## config.mk

```make
export PLATFORM = sky130hd
export DESIGN_NAME = clk_strobe_tree
export DESIGN_NICKNAME = d
export VERILOG_FILES = /design/src/rtl/clk_tree_pkg.sv /design/src/rtl/tree_cfg_regs.sv /design/src/rtl/strobe_div.sv /design/src/rtl/ratio_check.sv /design/src/rtl/clk_strobe_tree.sv
export SDC_FILE = /design/constraint.sdc
export NUM_CORES = 1
export LEC_CHECK = 0
export BUFFER_PORTS_ARGS = -buffer_cell sky130_fd_sc_hd__buf_4
export CAP_MARGIN = 20
export CORE_UTILIZATION = 50
export DETAILED_ROUTE_END_ITERATION = 10
export GPL_TIMING_DRIVEN = 0
export PLACE_DENSITY = 0.77
export SKIP_CTS_REPAIR_TIMING = 1
export SLEW_MARGIN = 20
export SYNTH_ARGS = -nofsm -noshare
export SYNTH_HDL_FRONTEND = slang
export SYNTH_SLANG_ARGS = --single-unit
```

## constraint.sdc

```tcl
create_clock -name clk -period 6.9 [get_ports clk]
set_clock_uncertainty 0.05 [all_clocks]
set_input_delay 0.69 -clock clk [delete_from_list [all_inputs] [get_ports clk]]
set_output_delay 0.69 -clock clk [all_outputs]
set_load 0.03 [all_outputs]
```

## src/rtl/clk_tree_pkg.sv

```systemverilog
package clk_tree_pkg;
    localparam int BUS_W   = 2;
    localparam int PER_W   = 4;
    localparam int SUB_W   = 3;
    localparam int MASK_W  = 12;
    localparam int ADDR_W  = 2;
    localparam int DATA_W  = MASK_W;
    localparam int LAG_CYC = 2;
    localparam int N_PER   = 3;

    localparam logic [SUB_W-1:0] SUB_RST = SUB_W'(1);

    localparam int M_MAIN = 0;
    localparam int M_BUS  = 1;
    localparam int M_PA   = 2;
    localparam int M_PB   = 3;
    localparam int M_AS0  = 4;
    localparam int M_AS1  = 5;
    localparam int M_PC   = 8;
    localparam int M_AS2  = 11;

    localparam logic [ADDR_W-1:0] A_MASK = 2'd0;
    localparam logic [ADDR_W-1:0] A_BUS  = 2'd1;
    localparam logic [ADDR_W-1:0] A_PER  = 2'd2;
    localparam logic [ADDR_W-1:0] A_SUB  = 2'd3;

    typedef struct packed {
        logic [MASK_W-1:0] mask;
        logic [BUS_W-1:0]  bus;
        logic [PER_W-1:0]  pc;
        logic [PER_W-1:0]  pb;
        logic [PER_W-1:0]  pa;
        logic [SUB_W-1:0]  sub;
        logic              subdis;
    } cfg_t;
endpackage

```

## src/rtl/tree_cfg_regs.sv

```systemverilog
module tree_cfg_regs
    import clk_tree_pkg::*;
(
    input  logic              clk,
    input  logic              rst_n,
    input  logic              we_i,
    input  logic [ADDR_W-1:0] addr_i,
    input  logic [DATA_W-1:0] wdata_i,
    output cfg_t              cfg_o
);
    cfg_t cfg_d, cfg_q;

    always_comb begin
        cfg_d = cfg_q;
        if (we_i) begin
            case (addr_i)
                A_MASK: cfg_d.mask = wdata_i[MASK_W-1:0];
                A_BUS:  cfg_d.bus  = wdata_i[BUS_W-1:0];
                A_PER: begin
                    cfg_d.pa = wdata_i[PER_W-1:0];
                    cfg_d.pb = wdata_i[2*PER_W-1:PER_W];
                    cfg_d.pc = wdata_i[3*PER_W-1:2*PER_W];
                end
                default: begin
                    cfg_d.sub    = wdata_i[SUB_W-1:0];
                    cfg_d.subdis = wdata_i[SUB_W];
                end
            endcase
        end
    end

    always_ff @(posedge clk) begin
        if (!rst_n) begin
            cfg_q        <= '0;
            cfg_q.sub    <= SUB_RST;
        end else begin
            cfg_q <= cfg_d;
        end
    end

    assign cfg_o = cfg_q;
endmodule

```

## src/rtl/strobe_div.sv

```systemverilog
module strobe_div #(
    parameter int             W       = 4,
    parameter logic [W-1:0]   RST_DIV = '0
) (
    input  logic         clk,
    input  logic         rst_n,
    input  logic         parent_i,
    input  logic [W-1:0] div_i,
    output logic         tick_o
);
    typedef struct packed {
        logic [W-1:0] cnt;
        logic [W-1:0] act;
    } st_t;

    st_t st_d, st_q;

    always_comb begin
        st_d = st_q;
        if (parent_i) begin
            if (st_q.cnt == st_q.act) begin
                st_d.cnt = '0;
                st_d.act = div_i;
            end else begin
                st_d.cnt = st_q.cnt + 1'b1;
            end
        end
    end

    always_ff @(posedge clk) begin
        if (!rst_n) begin
            st_q.cnt <= '0;
            st_q.act <= RST_DIV;
        end else begin
            st_q <= st_d;
        end
    end

    assign tick_o = parent_i && (st_q.cnt == '0);
endmodule

```

## src/rtl/ratio_check.sv

```systemverilog
module ratio_check #(
    parameter int W = 4
) (
    input  logic [W-1:0] a_i,
    input  logic [W-1:0] b_i,
    output logic         err_o
);
    localparam int PW = 2 * W + 1;

    logic [W:0] a_n, b_n;
    logic       fits;

    assign a_n = {1'b0, a_i} + 1'b1;
    assign b_n = {1'b0, b_i} + 1'b1;

    always_comb begin
        fits = 1'b0;
        for (int k = 1; k <= (1 << W); k++) begin
            if (PW'(b_n) * PW'(k) == PW'(a_n)) fits = 1'b1;
        end
    end

    assign err_o = !fits;
endmodule

```

## src/rtl/clk_strobe_tree.sv

```systemverilog
module clk_strobe_tree
    import clk_tree_pkg::*;
(
    input  logic              clk,
    input  logic              rst_n,
    input  logic              cfg_we,
    input  logic [ADDR_W-1:0] cfg_addr,
    input  logic [DATA_W-1:0] cfg_wdata,
    output logic              en_main,
    output logic              en_main_lag,
    output logic              en_bus,
    output logic              en_per_a,
    output logic              en_per_b,
    output logic              en_per_c,
    output logic              en_asy0,
    output logic              en_asy1,
    output logic              en_asy2,
    output logic              en_asy2_sub,
    output logic              ratio_err
);
    typedef struct packed {
        logic [LAG_CYC-1:0] sh;
    } lag_t;

    cfg_t             cfg;
    lag_t             lag_d, lag_q;
    logic             bus_raw;
    logic             sub_raw;
    logic [N_PER-1:0] per_raw;
    logic [N_PER-1:0] per_off;
    logic [N_PER-1:0] per_en;
    logic [PER_W-1:0] per_div [N_PER];
    logic [2:0]       as_off;
    logic [2:0]       as_en;

    tree_cfg_regs u_regs (
        .clk     (clk),
        .rst_n   (rst_n),
        .we_i    (cfg_we),
        .addr_i  (cfg_addr),
        .wdata_i (cfg_wdata),
        .cfg_o   (cfg)
    );

    // Root strobe and its delayed twin
    assign en_main = !cfg.mask[M_MAIN];

    always_comb begin
        lag_d    = lag_q;
        lag_d.sh = {lag_q.sh[LAG_CYC-2:0], en_main};
    end

    always_ff @(posedge clk) begin
        if (!rst_n) lag_q <= '0;
        else        lag_q <= lag_d;
    end

    assign en_main_lag = lag_q.sh[LAG_CYC-1];

    // Bus stage
    strobe_div #(.W(BUS_W), .RST_DIV('0)) u_bus (
        .clk      (clk),
        .rst_n    (rst_n),
        .parent_i (en_main),
        .div_i    (cfg.bus),
        .tick_o   (bus_raw)
    );
    assign en_bus = bus_raw && !cfg.mask[M_BUS];

    // Peripheral stages
    assign per_div[0] = cfg.pa;
    assign per_div[1] = cfg.pb;
    assign per_div[2] = cfg.pc;
    assign per_off    = {cfg.mask[M_PC], cfg.mask[M_PB], cfg.mask[M_PA]};

    for (genvar g = 0; g < N_PER; g++) begin : g_per
        strobe_div #(.W(PER_W), .RST_DIV('0)) u_div (
            .clk      (clk),
            .rst_n    (rst_n),
            .parent_i (en_bus),
            .div_i    (per_div[g]),
            .tick_o   (per_raw[g])
        );
        assign per_en[g] = per_raw[g] && !per_off[g];
    end

    assign en_per_a = per_en[0];
    assign en_per_b = per_en[1];
    assign en_per_c = per_en[2];

    // Asynchronous-peripheral copies of strobe A
    assign as_off  = {cfg.mask[M_AS2], cfg.mask[M_AS1], cfg.mask[M_AS0]};
    assign as_en   = {3{en_per_a}} & ~as_off;
    assign en_asy0 = as_en[0];
    assign en_asy1 = as_en[1];
    assign en_asy2 = as_en[2];

    // Sub-divider under copy 2; parent off forces it off
    strobe_div #(.W(SUB_W), .RST_DIV(SUB_RST)) u_sub (
        .clk      (clk),
        .rst_n    (rst_n),
        .parent_i (en_asy2),
        .div_i    (cfg.sub),
        .tick_o   (sub_raw)
    );
    assign en_asy2_sub = sub_raw && !cfg.subdis;

    ratio_check #(.W(PER_W)) u_ratio (
        .a_i   (cfg.pa),
        .b_i   (cfg.pb),
        .err_o (ratio_err)
    );
endmodule

```

==> impl_metrics.py, run 1 <==
metrics = {
    "logic_synthesis": {
        "syn_inst": 574,
        "synthFlopType": "dfxtp_1",
        "synth_cell_type_count": 55,
        "synth_nets": 656,
        "seq_area_frac_synth_pct": 24.8,
        "async_flop_share_pct": 0,
        "syn_avg_cell_area_um2": 8.71,
        "ys_ff_latch": 62,
        "yosysWarnings": 0,
        "syn_area_um2": 5000,
        "synth-edff-count": 0,
    },
    "final_layout": {
        "syn_to_final_growth_pct": 11.7,
        "antenna-diode-count": 0,
        "drive_gt1_share_pct": 11.3,
        "layout.nets": 694,
        "ff_latch_area_um2": 1240,
        "fillers": 876,
        "fin_area_um2": 5590,
        "fin_util_pct": 57.4,
        "multi_input_area_um2": 3490,
    },
    "pwr": {
        "leakage_uw": 0.00249,
        "cellPowerDensity_nw_per_um2": 203,
        "power_uw": 1130,
        "irDropWorstVdd_uv": 177,
    },
    "clocking": {
        "cts_root_buffer": "clkbuf_8",
        "path_clk_slew_ns": 0.06,
        "cts-buffers-inserted": 9,
        "cts.sinks": 62,
        "clkLatencyLatePin_ns": 0.33,
        "htree_levels": 3,
        "max-clock-path-buffers": 2,
        "cts_tree": "yes",
    },
    "route": {
        "drtIter0Drc": 136,
        "drtAntennaViolNets": 0,
        "drc": 0,
        "vias_per_cell": 5.34,
        "route.vias.total": 4007,
        "drt_wl_total_um": 10900,
        "wl_per_cell_um": 14.5,
        "drtPass1Iterations": 5,
    },
    "setup_path": {
        "r2r_setup_slack_ns": 4.67,
        "crit_fanout": 13,
        "endpoint_kind": "output port",
        "crit_arrival_ns": 5.22,
        "startpoint_type": "register",
        "critical_path_required_ns": 6.16,
        "r2r_cells": 11,
        "worstSetupPathType": "reg2out",
    },
    "grt": {
        "grt_util_met3_pct": 2.53,
        "grt_max_degree": 14,
        "grt_pass1_wl_um": 18000,
        "grt_overflow": 0,
        "grtUsageMet2_pct": 40.9,
        "grt_usage_pct": 22.0,
        "antenna_found_initial": 0,
        "grt-busiest-layer": "met2",
        "grt_pass1_vias": 3945,
        "use_met1_pct": 26.0,
    },
    "placement": {
        "place_area_um2": 5370,
        "place_hpwl_um": 8550,
        "place_congestion": 0.899,
        "portBuffers": 27,
    },
    "floorplanning": {
        "die_y_um": 102,
        "core_area_um2": 9730,
        "die_w_um": 102,
        "std_cell_rows": 36,
        "start_util_pct": 51.4,
        "ios": 28,
        "dieArea_um2": 10400,
    },
    "timing": {
        "final_hold_viol_count": 0,
        "fin_crit_sh_pct": 86.3,
        "report.final.slew_viol_count": 0,
        "finalSetupViolCount": 0,
        "worstMarginPinSlew_ns": 0.681,
        "rsz0062_at_grt": "false",
        "period_minus_slack_ns": 5.96,
        "slew_headroom_pct": 54.6,
        "setup_tns_ns": 0,
        "fmax_ghz": 0.168,
    },
    "run": {
        "cap_violations": 0,
    },
    "run_status": {
        "status": "finished clean",
    },
    "hold_path": {
        "whs_path_depth": 2,
        "hold_class": "reg2reg",
    },
}
## synthesized netlist by cell type (all sizes together) (2+ instances only)
master	count	area [um^2]
o31ai	2	15.0
o2111ai	2	17.5
nand4	6	37.5
a21oi	23	115
nor4	10	62.6
and2	6	37.5
a22oi	2	15.0
fa	13	260
buf	10	58.8
nor2b	36	225
ha	52	651
xnor2	46	448
nor2	36	135
a21o	2	15.0
and3	2	17.5
mux2	3	33.8
nand3	15	85.1
dfxtp	62	1240
o21ai	8	40.0
nor3b	2	15.0
xor2	31	272
a21boi	13	97.6
nand2b	7	43.8
or3	2	12.5
mux2i	34	340
nand2	49	184
clkbuf	10	37.5
a31oi	2	12.5
or2	5	31.3
a211oi	3	22.5
nor3	14	70.1
nor4b	5	43.8
inv	47	176
a41oi	2	17.5
## sequential cells by signal, indices dropped and copies added (netlist names)
name              flops
u_bus.st_q            4
u_sub.st_q            6
u_regs.cfg_o         26
lag_q                 2
g_per.u_div.st_q     24
## worst paths after layout
path | endpoint | from
worst max-delay path | ratio_err | u_regs.cfg_o[10]
worst min-delay path | u_regs.cfg_o[12] | u_regs.cfg_o[12]
worst max register to register | u_sub.st_q[1] | u_bus.st_q[2]
worst min register to register | u_regs.cfg_o[12] | u_regs.cfg_o[12]
## cell type report
| cell class | instances | area share, % |
|---|---|---|
| buffer | 20 | 1.72 |
| clock buffer | 10 | 2.28 |
| clock inverter | 6 | 1.55 |
| inverter | 47 | 3.16 |
| multi-input combinational | 445 | 62.5 |
| sequential | 62 | 22.2 |
| tap | 133 | 2.98 |
| timing repair buffer | 27 | 3.63 |
## worst max-delay path, stage by stage, from the launching register on
cell	delay (ns)
dfxtp_1	0.33
buf_4	0.21
nand3_2	0.11
xnor2_2	0.54
inv_1	0.53
fa_1	0.62
inv_1	0.06
fa_1	0.46
ha_1	0.35
nor2b_1	0.15
o21a_1	0.18
a2111oi_0	0.37
nor2b_1	0.08
or4_1	0.52
nand4_1	0.12
nor3_1	0.06
buf_4	0.17
## report_power, final
group	switching, uW	leakage (uW)	internal [uW]
clock network	139	0.000106	203
registers	24.6	0.000503	381
logic	224	0.00188	163
total	387	0.00249	746
## routing by layer
metal	vias up	part of all wire, %
met5	-	0
met4	0	1.0
met3	10	2.8
met2	71	51
met1	1908	45
li1	2018	-
## cells in the final DEF (no fill, tap or decap), types with 5 or more instances in the layout
master | Yosys | layout
nor2b_1 | 36 | 36
a21oi_1 | 23 | 23
xor2_1 | 31 | 31
mux2i_1 | 34 | 34
clkbuf_8 | 0 | 9
nor4b_1 | 5 | 5
and2_1 | 5 | 5
a21boi_0 | 13 | 13
fa_1 | 13 | 13
buf_4 | 4 | 31
nand3_1 | 13 | 13
nand4_1 | 6 | 6
dfxtp_1 | 62 | 62
nor3_1 | 14 | 14
inv_1 | 41 | 41
nand2_1 | 49 | 49
xnor2_1 | 43 | 43
o21ai_0 | 8 | 8
nor2_1 | 36 | 36
ha_1 | 52 | 52
nand2b_1 | 7 | 7
clkbuf_1 | 10 | 11
buf_2 | 5 | 5
inv_2 | 6 | 6
nor4_1 | 10 | 10
## per-stage QoR
stage	worst slack, ns	hold WS, ns	instances
3_5_place_dp	1.26	0.373	734
6_report	0.944	0.425	750
4_1_cts	0.887	0.426	750
2_1_floorplan	2.00	0.362	574
5_1_grt	0.609	0.445	750
3_3_place_gp	1.37	0.366	734
## cell families after synthesis
group / Yosys count / synth area share (%)
multiplexers: 37 / 7.48
buffers and inverters: 67 / 5.45
AO/OA/AOI/OAI: 67 / 8.73
flip-flops: 62 / 24.8
XOR/XNOR: 78 / 14.8
AND/OR/NAND/NOR: 198 / 20.5
adder cells (fa/ha/maj): 65 / 18.2
Power figures use the tool's default switching activity.
==> run 2: changes to the inputs <==
--- a/config.mk
+++ b/config.mk
@@ -5,6 +5,7 @@
 export SDC_FILE = /design/constraint.sdc
 export NUM_CORES = 1
 export LEC_CHECK = 0
+export ABC_AREA = 1
 export BUFFER_PORTS_ARGS = -buffer_cell sky130_fd_sc_hd__buf_4
 export CAP_MARGIN = 20
 export CORE_UTILIZATION = 50
==> run 2 against run 1 <==
Register-to-register slack gained 0.33 ns. First-iteration DRC count grew 110%. Worst hold slack lost 0.058 ns. Clock power shrank 14%. Global-route usage grew 1.0 points. Routed wire length grew 12%. Critical path type unchanged. Highest routed layer unchanged.
==> impl_metrics.py, run 2 <==
metrics = {
    "pwr": {
        "leakage_uw": 0.00302,
        "power_uw": 1550,
        "power_switching_uw": 667,
        "p_seq_share_pct": 32.9,
        "p_sw_share_pct": 43.1,
        "pwr-share-comb_pct": 48.1,
        "irDropWorstVdd_uv": 287,
        "cellPowerDensity_nw_per_um2": 265,
        "clockPowerShare_pct": 19.0,
        "p_int_uw": 881,
    },
    "floorplanning": {
        "dieArea_um2": 11000,
        "start_util_pct": 51.5,
        "die_w_um": 105,
        "std_cell_rows": 37,
        "die_y_um": 105,
        "core_area_um2": 10300,
        "ios": 28,
    },
    "setup_path": {
        "critPathBufInv": 6,
        "worstReg2RegStart": "g_per[0].u_div.st_q[4]",
        "r2r-end": "u_sub.st_q[1]",
        "crit_arrival_ns": 4.43,
        "crit_fanout": 12,
        "r2r_cells": 10,
        "endpoint_kind": "output port",
        "path_cells": "inv_1 > buf_2 > ha_1 > inv_1 > nand2_1 > nand2_1 > ha_1 > inv_1 > fa_1 > fa_1 > inv_1 > nand3_1 > nand2_1 > xnor2_1 > nand3_1 > nor2_1 > nand3_1 > nand3_1 > nor2_1 > buf_4",
        "worstSetupPathType": "reg2out",
        "max_stage_delay_ns": 0.51,
        "r2r_setup_slack_ns": 5.00,
        "cp_top_family": "adder cells",
        "startpoint_type": "register",
        "crit_slowest_cell": "ha_1",
        "critical_path_required_ns": 6.16,
    },
    "timing": {
        "slew_headroom_pct": 45.3,
        "final_hold_viol_count": 0,
        "fin_crit_sh_pct": 74.9,
        "setup_tns_ns": 0,
        "fmax_ghz": 0.194,
        "report.final.slew_viol_count": 0,
        "worstMarginPinSlew_ns": 0.814,
        "rsz0062_at_grt": "false",
        "period_minus_slack_ns": 5.17,
        "finalSetupViolCount": 0,
    },
    "run": {
        "cap_violations": 0,
    },
    "route": {
        "met2WireLength_um": 5830,
        "route.met3.wl_um": 530,
        "drtPass1Iterations": 5,
        "vias_per_cell": 5.16,
        "met1_length_um": 5570,
        "route.vias.total": 5052,
        "routed.top_layer": "met4",
        "drt_wl_total_um": 12200,
        "drtAntennaViolNets": 0,
        "drtIter0Drc": 284,
        "wl_per_cell_um": 12.4,
        "drc": 0,
    },
    "logic_synthesis": {
        "yosysTopAreaCellShare_pct": 23.4,
        "ys_ff_latch": 62,
        "synth.area.top_cells": "dfxtp_1 23%, nand2_1 13%, ha_1 12%, nor2_1 8.9%, inv_1 7.7%",
        "synthTopCellsByCount": "180 x nand2_1, 126 x nor2_1, 108 x inv_1",
        "syn_avg_cell_area_um2": 6.61,
        "synth_nets": 883,
        "seq_area_frac_synth_pct": 23.4,
        "synth_most_common_cell": "nand2_1",
        "synth_cell_type_count": 32,
        "yosysTopAreaCell": "dfxtp_1",
        "syn_area_um2": 5300,
        "syn_inst": 801,
        "synthFlopType": "dfxtp_1",
        "async_flop_share_pct": 0,
        "yosysWarnings": 0,
        "synth-edff-count": 0,
    },
    "final_layout": {
        "fillers": 1022,
        "antenna-diode-count": 0,
        "drive_gt1_share_pct": 8.19,
        "syn_to_final_growth_pct": 10.4,
        "final_cell_mix": "180 x nand2_1, 126 x nor2_1, 108 x inv_1",
        "layout.nets": 920,
        "largest_reg_flops": 26,
        "final_common_cell": "nand2_1",
    },
    "clocking": {
        "path_clk_slew_ns": 0.06,
        "clkLatencyLatePin_ns": 0.34,
        "cts_tree": "yes",
        "htree_levels": 3,
        "cts_root_buffer": "clkbuf_8",
        "max-clock-path-buffers": 2,
        "cts-buffers-inserted": 9,
        "cts.sinks": 62,
    },
    "hold_path": {
        "whs_path_depth": 2,
        "hold_class": "reg2reg",
        "hold_end": "lag_q[1]",
        "worstHoldStart": "lag_q[0]",
    },
    "grt": {
        "grt_pass1_wl_um": 20600,
        "grt_max_degree": 16,
        "antenna_found_initial": 0,
        "grt_pass1_vias": 4639,
        "grt_overflow": 0,
        "grt_usage_pct": 23.0,
    },
    "placement": {
        "place_congestion": 0.885,
        "portBuffers": 26,
        "place_hpwl_um": 9560,
    },
    "run_status": {
        "status": "finished clean",
    },
}
[run 2: cell count changes in the layout (fill, tap and decap cells not counted), moves of 10 or more]
cell      before  now
a21boi_0      13    0
a21oi_1       23   33
inv_1         41  108
mux2i_1       34    0
nand2_1       49  180
nand3_1       13   60
nand4_1        6   18
nor2_1        36  126
nor2b_1       36    0
o21ai_0        8   49
xnor2_1       43   19
[run 2: power groups by stage]
| stage | logic (uW) | clock network, uW | registers (uW) |
|---|---|---|---|
| after global placement | 735 | 0 | 515 |
| after CTS | 750 | 301 | 509 |
| final | 745 | 294 | 509 |
| after detailed placement | 746 | 0 | 516 |
| after global routing | 846 | 316 | 520 |
| after floorplan | 573 | 0 | 501 |
[run 2: how the worst max path moves through the flow]
stage	to	slack [ns]	depth (start not counted)	start
floorplan	ratio_err	2.62	17	u_regs.cfg_o[8]
global placement	ratio_err	2.14	20	u_regs.cfg_o[8]
detailed placement	ratio_err	2.14	20	u_regs.cfg_o[8]
CTS	ratio_err	1.76	20	u_regs.cfg_o[8]
global route	ratio_err	1.42	20	u_regs.cfg_o[8]
finish	ratio_err	1.73	20	u_regs.cfg_o[8]
[run 2: kinds of logic (layout without fill, tap and decap cells)]
logic type	count (synthesis)	count (layout)	synth area share [%]
adders and majority gates	65	65	17.2
DFF	62	62	23.4
AOI/OAI and AO/OA	91	91	9.12
xor gates and xnor gates	42	42	6.95
and+or+nand+nor	414	414	33.6
buffers and inverters	127	169	9.66
[run 2: final cells by class]
type | instances | area, um^2 | area share [%]
Clock buffer | 13 | 169 | 2.89
Sequential cell | 62 | 1240 | 21.2
Clock inverter | 3 | 17.5 | 0.300
Inverter | 111 | 417 | 7.12
Tap cell | 136 | 170 | 2.91
Buffer | 16 | 95.1 | 1.63
Timing Repair Buffer | 26 | 195 | 3.34
Multi-Input combinational cell | 612 | 3540 | 60.6
[run 2: per-layer routing]
metal | global-route usage (%) | vias to the layer above
met5 | 0 | -
met4 | 9.26 | 0
met3 | 3.49 | 23
met2 | 39.5 | 123
met1 | 28.8 | 2274
li1 | - | 2632
[run 2: worst reg2reg max path, cell delays in order, from the launching register on]
cell     delay, ns
dfxtp_1       0.36
inv_1         0.09
ha_1          0.14
inv_1         0.04
nor4_1        0.16
nand2_1       0.23
nor2_4        0.24
nand4_2       0.16
inv_1         0.14
o21ai_0       0.08
a21oi_1       0.13
[run 2: metrics by stage]
stage	worst slack [ns]	utilization [%]	hold WS, ns	instance area [um^2]	cells
2_1_floorplan	2.62	-	0.340	5300	801
3_3_place_gp	2.14	55.1	0.360	5660	963
3_5_place_dp	2.14	55.1	0.359	5660	963
4_1_cts	1.76	56.9	0.372	5850	979
5_1_grt	1.42	56.9	0.402	5850	979
6_report	1.73	56.9	0.367	5850	979
